$ cat config.mk
export PLATFORM = sky130hd
export DESIGN_NAME = txn_line_ctrl
export DESIGN_NICKNAME = d
export VERILOG_FILES = /design/src/rtl/ttc_pkg.sv /design/src/rtl/ttc_next.sv /design/src/rtl/ttc_out.sv /design/src/rtl/txn_line_ctrl.sv
export SDC_FILE = /design/constraint.sdc
export NUM_CORES = 1
export LEC_CHECK = 0
export ABC_CLOCK_PERIOD_IN_PS = 1630
export BUFFER_PORTS_ARGS = -buffer_cell sky130_fd_sc_hd__buf_2
export CORE_AREA = 2 2 39 41
export DETAILED_ROUTE_END_ITERATION = 16
export DIE_AREA = 0 0 41 43
export SLEW_MARGIN = 10
export SYNTH_ARGS = -nofsm -noshare
export SYNTH_HDL_FRONTEND = slang
export SYNTH_SLANG_ARGS = --single-unit
$ cat constraint.sdc
create_clock -name clk -period 1.63 [get_ports clk]
set_clock_uncertainty 0.15 [all_clocks]
set_input_delay 0.326 -clock clk [delete_from_list [all_inputs] [get_ports clk]]
set_output_delay 0.326 -clock clk [all_outputs]
set_load 0.01 [all_outputs]
$ cat src/rtl/ttc_pkg.sv
package ttc_pkg;
    localparam int ST_W  = 3;
    localparam int EV_W  = 4;
    localparam int BUS_W = 3;

    typedef enum logic [ST_W-1:0] {
        LS_INV  = 3'd0,
        LS_SHR  = 3'd1,
        LS_EXC  = 3'd2,
        LS_MOD  = 3'd3,
        LS_SPEC = 3'd4,
        LS_ISO  = 3'd5
    } line_st_t;

    typedef enum logic [EV_W-1:0] {
        EV_NOP     = 4'd0,
        EV_LD      = 4'd1,
        EV_ST      = 4'd2,
        EV_TLD     = 4'd3,
        EV_TST     = 4'd4,
        EV_SN_RD   = 4'd5,
        EV_SN_RDX  = 4'd6,
        EV_SN_TRDX = 4'd7,
        EV_COMMIT  = 4'd8,
        EV_ABORT   = 4'd9,
        EV_EVICT   = 4'd10
    } ev_t;

    typedef enum logic [BUS_W-1:0] {
        BR_NONE = 3'd0,
        BR_RD   = 3'd1,
        BR_RDX  = 3'd2,
        BR_TRDX = 3'd3,
        BR_WB   = 3'd4
    } bus_t;
endpackage

$ cat src/rtl/ttc_next.sv
module ttc_next
    import ttc_pkg::*;
(
    input  line_st_t cur_i,
    input  ev_t      ev_i,
    input  logic     shared_i,
    input  logic     threat_i,
    output line_st_t nxt_o
);
    line_st_t fill_st;

    always_comb begin
        fill_st = shared_i ? LS_SHR : LS_EXC;
        nxt_o   = cur_i;
        unique case (cur_i)
            LS_INV: begin
                case (ev_i)
                    EV_LD:   nxt_o = fill_st;
                    EV_TLD:  nxt_o = threat_i ? LS_ISO : fill_st;
                    EV_ST:   nxt_o = LS_MOD;
                    EV_TST:  nxt_o = LS_SPEC;
                    default: nxt_o = LS_INV;
                endcase
            end
            LS_SHR: begin
                case (ev_i)
                    EV_ST:                          nxt_o = LS_MOD;
                    EV_TST:                         nxt_o = LS_SPEC;
                    EV_SN_RDX, EV_SN_TRDX, EV_EVICT: nxt_o = LS_INV;
                    default:                        nxt_o = LS_SHR;
                endcase
            end
            LS_EXC: begin
                case (ev_i)
                    EV_ST:                          nxt_o = LS_MOD;
                    EV_TST:                         nxt_o = LS_SPEC;
                    EV_SN_RD:                       nxt_o = LS_SHR;
                    EV_SN_RDX, EV_SN_TRDX, EV_EVICT: nxt_o = LS_INV;
                    default:                        nxt_o = LS_EXC;
                endcase
            end
            LS_MOD: begin
                case (ev_i)
                    EV_TST:                         nxt_o = LS_SPEC;
                    EV_SN_RD:                       nxt_o = LS_SHR;
                    EV_SN_RDX, EV_SN_TRDX, EV_EVICT: nxt_o = LS_INV;
                    default:                        nxt_o = LS_MOD;
                endcase
            end
            LS_SPEC: begin
                case (ev_i)
                    EV_COMMIT:                     nxt_o = LS_MOD;
                    EV_ABORT, EV_SN_RDX, EV_EVICT: nxt_o = LS_INV;
                    default:                       nxt_o = LS_SPEC;
                endcase
            end
            LS_ISO: begin
                case (ev_i)
                    EV_ST:  nxt_o = LS_MOD;
                    EV_TST: nxt_o = LS_SPEC;
                    EV_COMMIT, EV_ABORT, EV_SN_RDX, EV_SN_TRDX, EV_EVICT:
                            nxt_o = LS_INV;
                    default: nxt_o = LS_ISO;
                endcase
            end
            default: nxt_o = LS_INV;
        endcase
    end
endmodule

$ cat src/rtl/ttc_out.sv
module ttc_out
    import ttc_pkg::*;
(
    input  line_st_t cur_i,
    input  ev_t      ev_i,
    output bus_t     bus_o,
    output logic     dresp_o,
    output logic     threat_o,
    output logic     alert_o
);
    always_comb begin
        bus_o    = BR_NONE;
        dresp_o  = 1'b0;
        threat_o = 1'b0;
        alert_o  = 1'b0;
        unique case (cur_i)
            LS_INV: begin
                case (ev_i)
                    EV_LD, EV_TLD: bus_o = BR_RD;
                    EV_ST:         bus_o = BR_RDX;
                    EV_TST:        bus_o = BR_TRDX;
                    default:       bus_o = BR_NONE;
                endcase
            end
            LS_SHR, LS_ISO: begin
                case (ev_i)
                    EV_ST:   bus_o = BR_RDX;
                    EV_TST:  bus_o = BR_TRDX;
                    default: bus_o = BR_NONE;
                endcase
            end
            LS_EXC: begin
                dresp_o = (ev_i == EV_SN_RD);
            end
            LS_MOD: begin
                case (ev_i)
                    EV_TST, EV_EVICT:                 bus_o = BR_WB;
                    EV_SN_RD, EV_SN_RDX, EV_SN_TRDX:  dresp_o = 1'b1;
                    default:                          bus_o = BR_NONE;
                endcase
            end
            LS_SPEC: begin
                case (ev_i)
                    EV_SN_RD:            threat_o = 1'b1;
                    EV_SN_RDX, EV_EVICT: alert_o  = 1'b1;
                    default:             alert_o  = 1'b0;
                endcase
            end
            default: bus_o = BR_NONE;
        endcase
    end
endmodule

$ cat src/rtl/txn_line_ctrl.sv
module txn_line_ctrl
    import ttc_pkg::*;
(
    input  logic              clk,
    input  logic              rst_n,
    input  logic [EV_W-1:0]   ev_i,
    input  logic              shared_i,
    input  logic              threat_i,
    output logic [ST_W-1:0]   state_o,
    output logic [BUS_W-1:0]  bus_req_o,
    output logic              data_resp_o,
    output logic              threat_o,
    output logic              alert_o
);
    line_st_t state_q, state_d;
    ev_t      ev;
    bus_t     bus;

    assign ev = ev_t'(ev_i);

    ttc_next u_next (
        .cur_i    (state_q),
        .ev_i     (ev),
        .shared_i (shared_i),
        .threat_i (threat_i),
        .nxt_o    (state_d)
    );

    ttc_out u_out (
        .cur_i    (state_q),
        .ev_i     (ev),
        .bus_o    (bus),
        .dresp_o  (data_resp_o),
        .threat_o (threat_o),
        .alert_o  (alert_o)
    );

    always_ff @(posedge clk) begin
        if (!rst_n) state_q <= LS_INV;
        else        state_q <= state_d;
    end

    assign state_o   = state_q;
    assign bus_req_o = bus;

    AST_STATE_LEGAL: assert property (@(posedge clk) disable iff (!rst_n)
        state_q <= LS_ISO);
    AST_SPEC_TRDX_HOLD: assert property (@(posedge clk) disable iff (!rst_n)
        (state_q == LS_SPEC && ev == EV_SN_TRDX) |=> state_q == LS_SPEC);
    AST_THREAT_NO_DATA: assert property (@(posedge clk) disable iff (!rst_n)
        threat_o |-> !data_resp_o && state_q == LS_SPEC);
    AST_ISO_COMMIT: assert property (@(posedge clk) disable iff (!rst_n)
        (state_q == LS_ISO && ev == EV_COMMIT) |=> state_q == LS_INV);
    AST_SPEC_COMMIT: assert property (@(posedge clk) disable iff (!rst_n)
        (state_q == LS_SPEC && ev == EV_COMMIT) |=> state_q == LS_MOD);
    AST_LOCAL_END_QUIET: assert property (@(posedge clk) disable iff (!rst_n)
        (ev == EV_COMMIT || ev == EV_ABORT) |-> bus_req_o == BR_NONE);
    AST_ALERT_SPEC_ONLY: assert property (@(posedge clk) disable iff (!rst_n)
        alert_o |-> state_q == LS_SPEC);
    AST_ALERT_DROPS: assert property (@(posedge clk) disable iff (!rst_n)
        alert_o |=> state_q == LS_INV);
endmodule

# Word-level counts from Yosys, hierarchy flattened
# Index checks and enable logic that the tools add are counted.
[word_totals] register_bits=3 latchBits=0 ramBits=0 mem_bits_ro=0 inputBits=8 output_inout_bits=9 elab_cells=44 n_memories=0
[op_classes] n_addsub=0 multipliers=0 div=0 n_lt_le_gt_ge=0 eq_ne=15 n_shift=0 mux=19 n_bitwise=0 reduce_logical=9
[op_table] operator="$pmux W3 S3" n=4
[op_table] operator="$pmux W3 S4" n=2
[op_table] operator="$pmux W3 S6" n=1
[op_table] operator="$eq A4 B3 Y1 const B" n=4
[op_table] operator="$eq A4 B4 Y1 const B" n=3
[op_table] operator="$reduce_or A3 Y1" n=3
[op_table] operator="$eq A4 B2 Y1 const B" n=2
[op_table] operator="$reduce_or A2 Y1" n=4
[op_table] operator="$eq A3 B2 Y1 const B" n=2
[op_table] operator="$eq A3 B3 Y1 const B" n=2
[op_table] operator="$mux W3" n=2
[op_table] operator="$pmux W2 S3" n=1
[op_table] operator="$pmux W3 S2" n=1
[op_table] operator="$mux W1" n=5
[op_table] operator="$reduce_or A5 Y1" n=1
[op_table] operator="$eq A4 B1 Y1 const B" n=1
[op_table] operator="$pmux W2 S2" n=1
[op_table] operator="$eq A3 B1 Y1 const B" n=1
[op_table] operator="$logic_not A3 Y1" n=1
[op_table] operator="$mux W2" n=1
[op_table] operator="$pmux W1 S2" n=1

# Longest topological paths before layout
[logic_depth] ltp_word=4 depth_mapped=6

# Hierarchy
# Synthesis repeated with hierarchy kept, for this count alone.
[hier_totals] cells_unflattened=74 area_unflattened_um2=578.1
[modules_own_cells] module="ttc_next" instances=1 cells_each=48 area_per_inst_um2=334.1 seq_area_each_um2=0.0
[modules_own_cells] module="ttc_out" instances=1 cells_each=20 area_per_inst_um2=165.2 seq_area_each_um2=0.0
[modules_own_cells] module="txn_line_ctrl" instances=1 cells_each=6 area_per_inst_um2=78.8 seq_area_each_um2=60.1

# Least setup slack after synthesis
# OpenSTA, ideal clock, no wires.
[synth_timing] path_type="input-to-output" start="in ev_i[2]" end="out alert_o" t_arrival_ns=1.313 required_ns=1.154 slack_ns=-0.159 stages=3 cell_sequence="buf_4 > nand2b_4 > a2111oi_0"
[synth_via] elab_chain_cells=4 word_cells_on_any_way=5 classes_between="eq/ne (2); mux (2); reduce/logical (1)"
[synth_rtl] element="start, declared" line="txn_line_ctrl.sv:6" source="input logic [EV_W-1:0] ev_i,"
[synth_rtl] element="$eq A4 B3 Y1 or $eq A4 B4 Y1 (tied branches)" line="ttc_out.sv:43" source="case (ev_i)"
[synth_rtl] element="$reduce_or A2 Y1 (*)" line="ttc_out.sv:43"
[synth_rtl] element="$mux W1 (*)" line="ttc_out.sv:43"
[synth_rtl] element="$mux W1 (*)" line="ttc_out.sv:16" source="unique case (cur_i)"
[synth_rtl] element="end, declared" line="txn_line_ctrl.sv:13" source="output logic alert_o"
# Every way passes the cells marked *; elsewhere a longest branch is shown, timed or not.

# Final worst setup path
[layout_timing] start="reg state_q[2], in the netlist state_o[2]" end="out bus_req_o[2]"
[layout_via] elab_chain_cells=3 word_cells_on_any_way=6 classes_between="eq/ne (3); mux (1); reduce/logical (2)"
[layout_rtl] element="start, declared" line="txn_line_ctrl.sv:15" source="line_st_t state_q, state_d;"
[layout_rtl] element="start signal, assigned" line="txn_line_ctrl.sv:40" source="else state_q <= state_d;"
[layout_rtl] element="$eq A3 B1 Y1 or $eq A3 B3 Y1 (tied branches)" line="ttc_out.sv:16"
[layout_rtl] element="$reduce_or A2 Y1" line="ttc_out.sv:16"
[layout_rtl] element="$pmux W3 S3 (*)" line="ttc_out.sv:16"
[layout_rtl] element="end, declared" line="txn_line_ctrl.sv:10" source="output logic [BUS_W-1:0] bus_req_o,"
# Marked as above.

==> results by group <==
Detailed routing
  – Residual DRC: 0
  – Vias: 657
  – Drt pass-1 iters: 4
  – Routed WL: 1640 um
  – Routed WL per cell: ~14 um
  – Final antenna-violating net count: 0
  – DR vias/cell: between 5 and 6
  – DR iter-0 viols: 16

CTS
  – Root Driver: clkbuf_4
  – TritonCTS Buffers: 3
  – CTS tree: built
  – H-tree depth: 1
  – Clock-pin slew of the registers on the worst-case setup and hold paths: around 0.040 ns
  – Hold_buf cts: 0
  – Worst skew pair latency: 0.25 ns
  – CTS Buffer Depth: 2
  – Clock sinks: 3

Logic synthesis
  – Synth top area share: around an eighth
  – Flop and latch count out of synthesis: 3
  – Simple-gate area share of the yosys netlist: 39.1%
  – Sequential area share after synthesis: between 10% and 20%
  – Fraction of registers with async set/reset: 0%
  – Mapped Nets: 77
  – Dominant cells by area after synthesis: dfxtp_1 13%, a21oi_1 8.5%, nand2b_1 8.0%
  – YS warnings: 0
  – Synth Area in Adders: 0%
  – Post-synthesis mux area share: 0%
  – Main combinational cell family by area after synthesis: simple AND/OR/NAND/NOR gates
  – Main synth FF type: dfxtp_1
  – Synth Area in Compound Gates: about a third
  – Synth Area in XOR/XNOR: 1.86%
  – Synth cell types: 32
  – Post-synth top area cell: dfxtp_1
  – Post-synth EDFFs: 0
  – Syn Area/Cell: slightly below 7 um^2
  – Synth Cell Area: between 400 and 500 um^2
  – Mapped Cells: a little under 70

Layout
  – Multi-input logic area: roughly 440 um^2
  – Nets: between 100 and 150
  – Antenna diodes: 0
  – Final Cell Area: roughly 830 um^2
  – Layout cells sized above 1: between 50% and 60%
  – Filler Cells Inserted: ~120
  – Largest register FFs: 3
  – Register Area: 68.8 um^2
  – Area delta synth->final: 75.5%
  – Final Util: between 50% and 60%

Pwr
  – Peak supply drop: 0.000260 V
  – Power Density: 483 nW/um^2
  – Leakage power: between 0.0003 and 0.0004 uW

Placed design
  – DP HPWL: ~1100 um
  – DP Area: ~640 um^2
  – I/O Buffers: 16
  – Final GP Congestion: ~0.84
  – Pre-CTS WS: -0.0538 ns

Setup path
  – Crit path kind: reg -> out
  – Arr. time, crit path: around 1.2 ns
  – CP Launch Type: flop
  – R2R Path Start: state_o[1]$_SDFF_PN0_
  – Critical Path RT: between 1 and 1.5 ns
  – R2r setup slk: -0.01 ns
  – Crit-path max FO: 5
  – CP startpoint: state_o[2]$_SDFF_PN0_
  – Endpoint type of the worst setup path: output port

Die
  – Initial core utilization: 34.0%
  – Die height: 43 um
  – Core area: 1380 um^2
  – Die X: a little over 40 um
  – I/O pins: 17
  – DIE AREA: roughly 1800 um^2
  – Num rows: 14

Worst hold path
  – Min-delay src: rst_n
  – HP Class: in -> reg

Timing
  – Slew Limit Fails: 0
  – Final hold vios: 0
  – RSZ-0062 raised after global routing: yes
  – Final setup viols: 6
  – Slack of the critical path: -0.0844 ns
  – Period utilisation layout: 105%
  – Tightest Pin Transition: roughly 0.25 ns
  – Highest clock rate: 0.583 GHz
  – Final critical-path required period: around 1.7 ns
  – Slew headroom: 83.1%

Flow run
  – Max-Cap Viols: 0

GRT
  – Initial antenna violation count: 0
  – GR Overflow Total: 0
  – Total GRT Usage: around 20%
  – Vias in the first global route: 572
  – First-pass GRT wire length: around 2500 um
  – Largest net degree at the start of global routing: 11

Outcome
  – Violated checks: negative setup slack
  – Status: complete, but fails checks
-- cells in the mapped netlist (2+ instances only) --
master and count:
a211oi_1 2, a21oi_1 8, buf_2 3, buf_4 2, dfxtp_1 3, inv_1 3, nand2_1 3, nand2b_1 6
nand3_1 2, nor2_1 5, nor2b_1 4, nor3_1 2, nor4_1 4, o21ai_0 3, o21ai_1 2
-- where the power goes --
part	internal (uW)	switching, uW
Sequential	76.9	5.32
Clock	92.6	51.3
Combinational	85.5	87.6
-- layer usage --
layer | global-route usage (%) | wire length (um)
met2 | 30.6 | 843
met4 | 10.0 | 23
met3 | 4.19 | 70
met5 | 0 | 0
met1 | 25.9 | 704
-- layout make-up --
class	count	area share, %
Clock buffer	4	3.18
Sequential cell	3	8.33
Tap cell	16	2.42
Inverter	3	1.36
Multi-Input combinational cell	57	53.8
Timing Repair Buffer	37	30.9
-- metrics by stage --
| stage | TNS (ns) | hold WS, ns | power [uW] | cells |
|---|---|---|---|---|
| after floorplan | 0 | 0.304 | 164 | 69 |
| after global placement | -0.107 | 0.400 | 213 | 109 |
| after detailed placement | -0.101 | 0.441 | 214 | 109 |
| after CTS | -0.304 | 0.189 | 372 | 118 |
| after global routing | -0.531 | 0.206 | 415 | 120 |
| final | -0.278 | 0.190 | 399 | 120 |
-- critical path, stage by stage, from the launching register on --
cell and delay, ns:
dfxtp_4 0.36, or2b_1 0.28, nor4_1 0.18, buf_2 0.17
-- cells in the final DEF (no fill, tap or decap), types with 2 or more instances in the layout --
master,instances
nand2b_1,3
nand3_1,2
nor2_1,4
dfxtp_4,2
a21oi_1,8
nand2_1,3
buf_4,18
clkbuf_4,3
inv_1,3
nor2b_1,4
buf_6,4
nand2b_4,4
buf_2,15
nor4_1,2
o21ai_1,2
o21ai_0,3
-- cells by family (layout without fill, tap and decap cells) --
| family | after synthesis | after routing |
|---|---|---|
| flip-flops | 3 | 3 |
| AND/OR/NAND/NOR | 31 | 31 |
| AO/OA/AOI/OAI | 25 | 25 |
| XOR/XNOR | 1 | 1 |
| buffers and inverters | 9 | 44 |
-- what timing repair did --
item	in CTS	in global routing
gates cloned	0	0
hold endpoints to repair	0	0
endpoints found under the setup margin	6	8
pin swaps	3	4
buffers inserted	5	2
gates resized for setup	11	11
-- path summary, 6_finish.rpt --
kind,cells past startpoint,to
max reg2reg,7,state_o[0]$_SDFF_PN0_
max,3,bus_req_o[2]
min reg2reg,3,state_o[2]$_SDFF_PN0_
min,2,state_o[1]$_SDFF_PN0_
(Power assumes the default switching activity.)
